<file path="src/rtl/rdy_stall_pkg.sv">
package rdy_stall_pkg;

    // Deepest lag the pipeline supports, in bus cycles
    localparam int MAX_LAG = 3;
    localparam int TAP_W   = $clog2(MAX_LAG);

    typedef enum logic [1:0] {
        LAG_RSVD  = 2'b00,
        LAG_ONE   = 2'b01,
        LAG_TWO   = 2'b10,
        LAG_THREE = 2'b11
    } lag_code_t;

    typedef logic [MAX_LAG-1:0] lag_pipe_t;

    // Ready-line configuration travelling as one bundle
    typedef struct packed {
        logic      enable;
        logic      invert;
        lag_code_t lag;
    } rdy_cfg_t;

    // Pipeline stage index for a lag code; the reserved code maps to one cycle
    function automatic logic [TAP_W-1:0] tap_of(input lag_code_t code);
        logic [TAP_W-1:0] t;
        case (code)
            LAG_TWO:   t = TAP_W'(1);
            LAG_THREE: t = TAP_W'(2);
            default:   t = TAP_W'(0);
        endcase
        return t;
    endfunction

    // True when the sampled line level means "not ready"
    function automatic logic is_not_ready(input logic level, input logic invert);
        return invert ? level : ~level;
    endfunction

endpackage

</file>
<file path="src/rtl/rdy_level_decode.sv">
module rdy_level_decode
    import rdy_stall_pkg::*;
(
    input  rdy_cfg_t cfg,
    input  logic     rdy_in,
    output logic     not_ready
);
    always_comb begin
        not_ready = cfg.enable & is_not_ready(rdy_in, cfg.invert);
    end
endmodule

</file>
<file path="src/rtl/stall_lag_line.sv">
module stall_lag_line
    import rdy_stall_pkg::*;
#(
    parameter int DEPTH = MAX_LAG
) (
    input  logic                      clk,
    input  logic                      rst,
    input  logic                      sample,
    input  logic [$clog2(DEPTH)-1:0]  tap,
    output logic                      tap_out
);
    logic [DEPTH-1:0] stage_q;

    always_ff @(posedge clk) begin
        if (rst) stage_q[0] <= 1'b0;
        else     stage_q[0] <= sample;
    end

    for (genvar i = 1; i < DEPTH; i++) begin : g_stage
        always_ff @(posedge clk) begin
            if (rst) stage_q[i] <= 1'b0;
            else     stage_q[i] <= stage_q[i-1];
        end
    end

    always_comb begin
        tap_out = stage_q[tap];
    end
endmodule

</file>
<file path="src/rtl/beat_stepper.sv">
module beat_stepper #(
    parameter int BEAT_W = 4
) (
    input  logic              clk,
    input  logic              rst,
    input  logic              step,
    output logic [BEAT_W-1:0] beat
);
    always_ff @(posedge clk) begin
        if (rst)       beat <= '0;
        else if (step) beat <= beat + BEAT_W'(1);
    end
endmodule

</file>
<file path="src/rtl/ready_stall_ctrl.sv">
module ready_stall_ctrl
    import rdy_stall_pkg::*;
#(
    parameter int BEAT_W = 4
) (
    input  logic              clk,
    input  logic              rst,
    input  logic              mon_en,
    input  logic              pol_inv,
    input  logic [1:0]        dly_sel,
    input  logic              rdy_in,
    input  logic              adv_req,
    output logic              stall,
    output logic              adv_ok,
    output logic [BEAT_W-1:0] beat_idx
);
    rdy_cfg_t         cfg;
    logic             nr_sample;
    logic             lag_hit;
    logic [TAP_W-1:0] tap_sel;

    always_comb begin
        cfg.enable = mon_en;
        cfg.invert = pol_inv;
        cfg.lag    = lag_code_t'(dly_sel);
        tap_sel    = tap_of(cfg.lag);
    end

    rdy_level_decode u_decode (
        .cfg       (cfg),
        .rdy_in    (rdy_in),
        .not_ready (nr_sample)
    );

    stall_lag_line #(.DEPTH(MAX_LAG)) u_lag (
        .clk     (clk),
        .rst     (rst),
        .sample  (nr_sample),
        .tap     (tap_sel),
        .tap_out (lag_hit)
    );

    // Enable also masks the output so turning monitoring off acts at once
    always_comb begin
        stall  = cfg.enable & lag_hit;
        adv_ok = adv_req & ~stall;
    end

    beat_stepper #(.BEAT_W(BEAT_W)) u_seq (
        .clk  (clk),
        .rst  (rst),
        .step (adv_ok),
        .beat (beat_idx)
    );
endmodule

</file>
<file path="config.mk">
export PLATFORM = sky130hd
export DESIGN_NAME = ready_stall_ctrl
export DESIGN_NICKNAME = d
export VERILOG_FILES = /design/src/rtl/rdy_stall_pkg.sv /design/src/rtl/rdy_level_decode.sv /design/src/rtl/stall_lag_line.sv /design/src/rtl/beat_stepper.sv /design/src/rtl/ready_stall_ctrl.sv
export SDC_FILE = /design/constraint.sdc
export NUM_CORES = 1
export LEC_CHECK = 0
export BUFFER_PORTS_ARGS = -buffer_cell sky130_fd_sc_hd__buf_2
export CAP_MARGIN = 20
export CORE_AREA = 2 2 39 41
export CTS_CLUSTER_SIZE = 24
export DETAILED_ROUTE_END_ITERATION = 7
export DIE_AREA = 0 0 41 43
export PLACE_DENSITY_LB_ADDON = 0.12
export SYNTH_ARGS = -nofsm -noshare
export SYNTH_HDL_FRONTEND = slang
export SYNTH_SLANG_ARGS = --single-unit
</file>
<file path="constraint.sdc">
create_clock -name clk -period 2.2 [get_ports clk]
set_input_delay 0.11 -clock clk [delete_from_list [all_inputs] [get_ports clk]]
set_output_delay 0.11 -clock clk [all_outputs]
set_load 0.02 [all_outputs]
</file>
==> results of run 1 <==
[cell type report]
class / count / area share, %
clock buffer: 4 / 6.27
inverter: 2 / 1.79
multi-input combinational: 23 / 38.2
sequential: 7 / 33.4
tap: 16 / 4.78
timing repair buffer: 13 / 15.5
[power by group through the flow]
stage          Sequential (mW)  Combinational [mW]  Clock [mW]
3_5_place_dp             0.142              0.0446           0
2_1_floorplan            0.146              0.0197           0
5_1_grt                  0.140              0.0474       0.134
3_3_place_gp             0.141              0.0430           0
6_report                 0.139              0.0438       0.120
4_1_cts                  0.139              0.0446       0.126
[layer usage]
layer  track usage (%)  up-vias
li1                  -      142
met1              9.35      131
met2              10.6       10
met3              7.85        2
met4              8.00        0
met5                 0        -
[synthesized netlist by cell type]
cell type,instances,area (µm²)
a21oi_1,1,5.00
dfxtp_1,7,140
ha_1,1,12.5
inv_1,2,7.51
mux2_2,1,11.3
mux2i_1,2,20.0
nand2_1,3,11.3
nand3_1,1,5.00
nor2_1,4,15.0
nor2b_1,3,18.8
nor3b_1,1,7.51
o211a_1,1,10.0
o21ai_0,1,5.00
o221ai_2,1,15.0
or3_1,1,6.26
xor2_1,2,17.5
[worst min-delay path by stage]
stage,to
5_1_grt,u_lag.stage_q[2]
2_1_floorplan,u_seq.beat[3]
3_5_place_dp,u_seq.beat[3]
3_3_place_gp,u_seq.beat[3]
6_report,u_lag.stage_q[2]
4_1_cts,u_seq.beat[3]
[logic make-up (layout without fill, tap and decap cells)]
logic type	count (synthesis)	in the layout
AO/OA/AOI/OAI	4	4
XOR/XNOR	2	2
adder cells (fa/ha/maj)	1	1
buffers and inverters	2	19
flip-flops	7	7
multiplexers	3	3
AND/OR/NAND/NOR	13	13
[sequential cells by signal, summed over array words and instances (netlist names)]
register and cells:
u_seq.beat 4, u_lag.stage_q 3
[worst reg2reg max path, delay by kind of cell (launching register included)]
family	cells	cell delay, ns
DFF	1	0.31
AOI/OAI and AO/OA	1	0.21
and+or+nand+nor	1	0.14
muxes	2	0.54
==> results.md, run 1 <==
* # setup viols final at 0
* Clk network pwr share at 39.7%
* Antenna violations before repair at 0
* Crit share post-route at 60.0%
* Vias per std cell at 4.38
* Slowest stage cell, crit path: dfxtp_1
* Area Overhead vs Synth at 36.2%
* Synthesized Nets at 41
* Tmin final at 1.32 ns
* Die Wd at 41 µm
* Worst path bufs/invs at 2
* WL met1 at 259 µm
* Most frequent cells in the layout: buf_2 (13), dfxtp_1 (7), nor2_1 (4)
* Met2 routed WL at 306 µm
* DP Area at 393 µm²
* CP top delay family: flip-flops
* Input/output buffers at 13
* Share of cells above drive strength 1 at 36.7%
* Sw Share at 26.9%
* WP depth at 4
* Post-Syn Area at 308 µm²
* Core area at 1380 µm²
* R2R Path End: u_seq.beat[2]
* Area occupied by multi-input gates at 160 µm²
* Reg-to-reg slack, setup at 0.90 ns
* Leakage at 0.211 nW
* Xor/xnor share of the synthesized area at 5.69%
* Synth warn at 0
* Net Sw Power at 0.0813 mW
* Max-Cap Viols at 0
* Pre-CTS WS at 0.889 ns
* Outcome: completed
* Avg Cell Area, Syn at 9.62 µm²
* Setup WS post-layout at 0.880 ns
* Worst Setup SP: u_lag.stage_q[1]
* Critical Path Fanout Max at 6
* Normalized max-slew margin at 77.6%
* FP Rows at 14
* Uppermost routed layer: met4
* FF+latch area at 140 µm²
* Hold Path Depth at 2
* Critical path arrival at 1.21 ns
* Num CTS Buffers at 3
* Die span in y at 43 µm
* Required @ worst endpoint at 2.09 ns
* Total GRT Usage at 9.05%
* Largest net degree at the start of global routing at 9
* Initial Utilization at 22.2%
* Delay of the slowest critical-path stage at 0.32 ns
* RD Place Congestion at 0.652
* Hpwl dp at 516 µm
* Fmax at 758 MHz
* Post-CTS Hold Buffers at 0
* Fillers at 161
* Final hold slack at 0.121 ns
* Drt first-iter violations at 7
* Clock latency on the worst-skew pair at 0.25 ns
* CP Class: register to output pin
* Ports at 14
* Antenna cells at 0
* Drt wl/cell at 9.60 µm
* Final Hold Fails at 0
* Final Core Density at 30.3%
* Post-synth cell types at 16
* Flop pwr share at 45.9%
* Commonest non-fill, non-tap cell in the layout: buf_2
* Reg clk slew, reported paths at 0.05 ns
* Cells after DPL at 61
* Overall die area at 1760 µm²
* Wirelength, routed at 624 µm
* CP Capture Type: output pin
* Pins Over Slew Limit at 0
* Reg2reg path depth at 4
* Largest vdd supply drop at 0.257 mV
* Critical path cell sequence: mux2i_1 -> o221ai_2 -> inv_1 -> buf_2
* Register area share after synthesis at 45.5%
* Clk buf depth at 2
* Simple-gate share of the synthesized area at 20.7%
* Pint at 0.222 mW
* Hold WC Path Type: input port to register
* CTS Root Cell: clkbuf_4
* Nets at 59
* Finished Layout Cells at 65
* Final Cell Area at 419 µm²
* Synth Instances at 32
* PnR Total Power at 0.303 mW
* Number of global-route vias before repair at 244
* Hold Path Origin: rst
* Adder-cell area share of the yosys netlist at 4.07%
* GRT overflow at 0
* Worst Skew at 0.00152 ns
* Kind of start point of the critical path: register
* CTS sink cnt at 7
* Power Density at 722 nW/µm²
* Gate power share at 14.5%
* Critical R2R Launch: u_lag.stage_q[1]
* Worst slew pin tran at 0.335 ns
* TNS Setup at 0 ns
* RSZ-0062 raised after global routing: no
* Vias at 285
* Antenna viol nets, final at 0
* H-tree lvl count at 1
* Synth Area in Compound Gates at 11.4%
* CTS tree: yes
* Postcts setup bufs at 0
* Crit path capture: adv_ok
* DRT Pass-1 Iters at 4
* Proportion of synthesized area in mux cells at 10.2%
* Post-route DRC at 0
* Met3 WL post-DR at 48 µm
* Largest family of logic cells by synthesized area: simple AND/OR/NAND/NOR gates
* #FFs+latches synth at 7
* PostCTS Resize Cnt at 0
* First-pass GRT wire length at 945 µm
Note: power is estimated with default switching activity, not from simulation.
==> run 2, diff against run 1 <==
- ABC_AREA: unset -> 1
- CORE_AREA: 2 2 39 41 -> unset
- CORE_MARGIN: unset -> 2
- CORE_UTILIZATION: unset -> 25
- DIE_AREA: 0 0 41 43 -> unset
- clock period: 2.2 -> 1.1 ns (I/O delays scaled with it)
==> run 2 against run 1 <==
Compared with the run above: clock power rose by 96%; core utilization up 8.1 points; final area grew 21%; first-iteration DRC count fell by 100%; combinational power grew to 2.7 times the previous value; sequential cell count unchanged; synthesized cell count rose by 44%; critical endpoint unchanged.
==> results.md, run 2 <==
* Final Hold Fails at 0 (unchanged)
* Worst Skew at 0.00391 ns (was 0.00152 ns)
* Number of flip-flops in the largest register at 4 (unchanged)
* Top FF cell, synth: dfxtp_1 (unchanged)
* Largest net degree at the start of global routing at 7 (was 9)
* Synth Area in Compound Gates at 4.95% (was 11.4%)
* Top Registers: u_seq.beat x4, u_lag.stage_q x3 (unchanged)
* Synthesized Nets at 55 (was 41)
* Largest family of logic cells by synthesized area: simple AND/OR/NAND/NOR gates (unchanged)
* Drt first-iter violations at 0 (was 7)
* Max-Cap Viols at 0 (unchanged)
* Count leader, synth: nand2_1 (was dfxtp_1)
* Yosys top cell area share at 39.6% (was 45.5%)
* Area occupied by multi-input gates at 184 µm² (was 160 µm²)
* CTS tree: yes (unchanged)
* Die Wd at 41.6 µm (was 41 µm)
* Clock latency on the worst-skew pair at 0.25 ns (about the same)
* Num CTS Buffers at 3 (unchanged)
* CTS Root Cell: clkbuf_4 (unchanged)
* Fillers at 149 (was 161)
* Crit share post-route at 98.8%
* Antenna viol nets, final at 0 (unchanged)
* CTS sink cnt at 7 (unchanged)
* Post-synth EDFFs at 0 (unchanged)
* Overall die area at 1730 µm² (was 1760 µm²)
* Leakage at 0.263 nW (was 0.211 nW)
* Nets at 76 (was 59)
* Pint at 0.461 mW (was 0.222 mW)
* Tmin final at 1.09 ns
* RSZ-0062 raised after global routing: yes (was no)
* Critical path arrival at 1.03 ns (was 1.21 ns)
* CP Capture Type: output pin (unchanged)
* Commonest non-fill, non-tap cell in the layout: buf_2 (unchanged)
* Pins Over Slew Limit at 0 (unchanged)
* Most frequent cells after synthesis: nand2_1 (8), dfxtp_1 (7), inv_1 (7), nor2_1 (7), nand3_1 (4) (was dfxtp_1 (7), nor2_1 (4), nand2_1 (3), nor2b_1 (3))
* Worst Setup SP: u_lag.stage_q[0] (was u_lag.stage_q[1])
* Xor/xnor share of the synthesized area at 4.95% (was 5.69%)
* Most frequent cells in the layout: buf_2 (11), nand2_1 (8), inv_1 (7) (was buf_2 (13), dfxtp_1 (7), nor2_1 (4))
* Asr flop ratio synth at 0% (unchanged)
* Input/output buffers at 13 (unchanged)
* Synth warn at 0 (unchanged)
* Antenna violations before repair at 0 (unchanged)
* Core area at 1320 µm² (was 1380 µm²)
* H-tree lvl count at 1 (unchanged)
* Clk network pwr share at 37.1% (was 39.7%)
* CP Class: register to output pin (unchanged)
* Kind of start point of the critical path: register (unchanged)
* Simple-gate share of the synthesized area at 37.8% (was 20.7%)
* Ports at 14 (unchanged)
* Hold Path Origin: mon_en (was rst)
* Post-Syn Area at 354 µm² (was 308 µm²)
* Post-synth cell types at 15 (was 16)
* Critical R2R Launch: u_lag.stage_q[0] (was u_lag.stage_q[1])
* RD Place Congestion at 0.672 (was 0.652)
* Drt wl/cell at 8.95 µm (was 9.60 µm)
* # setup viols final at 0 (unchanged)
* FF+latch area at 144 µm² (was 140 µm²)
* Vias per std cell at 4.04 (was 4.38)
* #FFs+latches synth at 7 (unchanged)
* Largest vdd supply drop at 0.677 mV (was 0.257 mV)
* Required @ worst endpoint at 1.04 ns (was 2.09 ns)
* Initial Utilization at 26.9% (was 22.2%)
* Vias at 327 (was 285)
* Antenna cells at 0 (unchanged)
* Top cells by area, synth: dfxtp_1 (40%), nand2_1 (8.5%), inv_1 (7.4%), nor2_1 (7.4%), nand2_4 (6.4%) (was dfxtp_1 (46%), mux2i_1 (6.5%), nor2b_1 (6.1%), xor2_1 (5.7%), nor2_1 (4.9%))
* Power Density at 1250 nW/µm² (was 722 nW/µm²)
* FP Rows at 13 (was 14)
* Fmax at 920 MHz
* Adder-cell area share of the yosys netlist at 3.53% (was 4.07%)
* Number of global-route vias before repair at 308 (was 244)
* Yosys top cell by area: dfxtp_1 (unchanged)
* Outcome: completed (unchanged)
* DRT Pass-1 Iters at 1 (was 4)
* Gate power share at 18.8% (was 14.5%)
* Critical Path Fanout Max at 3 (was 6)
* Area Overhead vs Synth at 42.8% (was 36.2%)
* Final Core Density at 38.4% (was 30.3%)
* Proportion of synthesized area in mux cells at 0% (was 10.2%)
* Worst slew pin tran at 0.180 ns (was 0.335 ns)
* Synth Instances at 46 (was 32)
* Net Sw Power at 0.173 mW (was 0.0813 mW)
* GRT overflow at 0 (unchanged)
* Avg Cell Area, Syn at 7.70 µm² (was 9.62 µm²)
* Register area share after synthesis at 39.6% (was 45.5%)
* First-pass GRT wire length at 1.34 mm (was 945 µm)
* PnR Total Power at 0.634 mW (was 0.303 mW)
* Post-route DRC at 0 (unchanged)
* TNS Setup at 0 ns (unchanged)
* Hpwl dp at 532 µm (was 516 µm)
* Share of cells above drive strength 1 at 45.5% (was 36.7%)
* Die span in y at 41.6 µm (was 43 µm)
* Hold WC Path Type: input port to register (unchanged)
* Reg clk slew, reported paths at 0.05 ns (about the same)
* Reg with most FFs: u_seq.beat (unchanged)
* Wirelength, routed at 725 µm (was 624 µm)
* Total GRT Usage at 10.7% (was 9.05%)
* Flop pwr share at 44.1% (was 45.9%)
* Sw Share at 27.3% (was 26.9%)
* Normalized max-slew margin at 88.0% (was 77.6%)
* Clk buf depth at 2 (unchanged)
[run 2: area by class of cell]
type | instances | area share (%)
repair buffers | 16 | 19.8
inverters | 8 | 6.44
flip-flops and latches | 7 | 28.5
clock buffers | 4 | 5.20
multi-input cells | 31 | 36.4
well taps | 15 | 3.71
[run 2: path summary, 6_finish.rpt]
check	cells past startpoint	slack (ns)	endpoint
max	6	0.01	adv_ok
min	3	0.06	u_lag.stage_q[0]
max reg2reg	8	0.09	u_seq.beat[1]
min reg2reg	2	0.42	u_lag.stage_q[2]
[run 2: power by group through the flow]
stage | Combinational, mW | Clock, mW | Sequential [mW]
2_1_floorplan | 0.0538 | 0 | 0.292
3_3_place_gp | 0.103 | 0 | 0.284
3_5_place_dp | 0.103 | 0 | 0.284
4_1_cts | 0.118 | 0.247 | 0.280
5_1_grt | 0.135 | 0.264 | 0.282
6_report | 0.119 | 0.235 | 0.280
[run 2: metrics by stage]
stage	setup WS [ns]	hold WS [ns]	instances	instance area [µm²]
after global placement	0.139	0.322	74	440
after global routing	-0.0699	0.0646	81	505
after floorplan	0.0984	0.117	46	357
final	0.0133	0.0616	81	505
after detailed placement	0.120	0.322	74	440
after CTS	-0.0255	0.0548	81	499
[run 2: metal layers]
layer,track usage (%),part of all wire [%],up-vias
met5,0,0,-
met4,5.81,1.7,0
met3,6.96,6.3,2
met2,16.3,46,9
met1,11.1,46,135
li1,-,-,181
[run 2: logic make-up after synthesis]
group           after synthesis
flops                         7
xor+xnor                      2
simple gates                 26
fa+ha+maj                     1
compound gates                2
buf+inv                       8
[run 2: critical path, stage by stage, from the launching register on]
cell and delay [ns]:
dfxtp_2 0.33, nor2_2 0.04, nor2_2 0.11, nand2_4 0.08, nand2_4 0.07, inv_4 0.03, buf_6 0.12
[run 2: timing repair]
item,CTS,global route
setup buffers,3,0
cloned,0,0
gates resized for setup,4,2
pin swaps,2,2
hold buffers,0,0
endpoints found under the setup margin,2,4
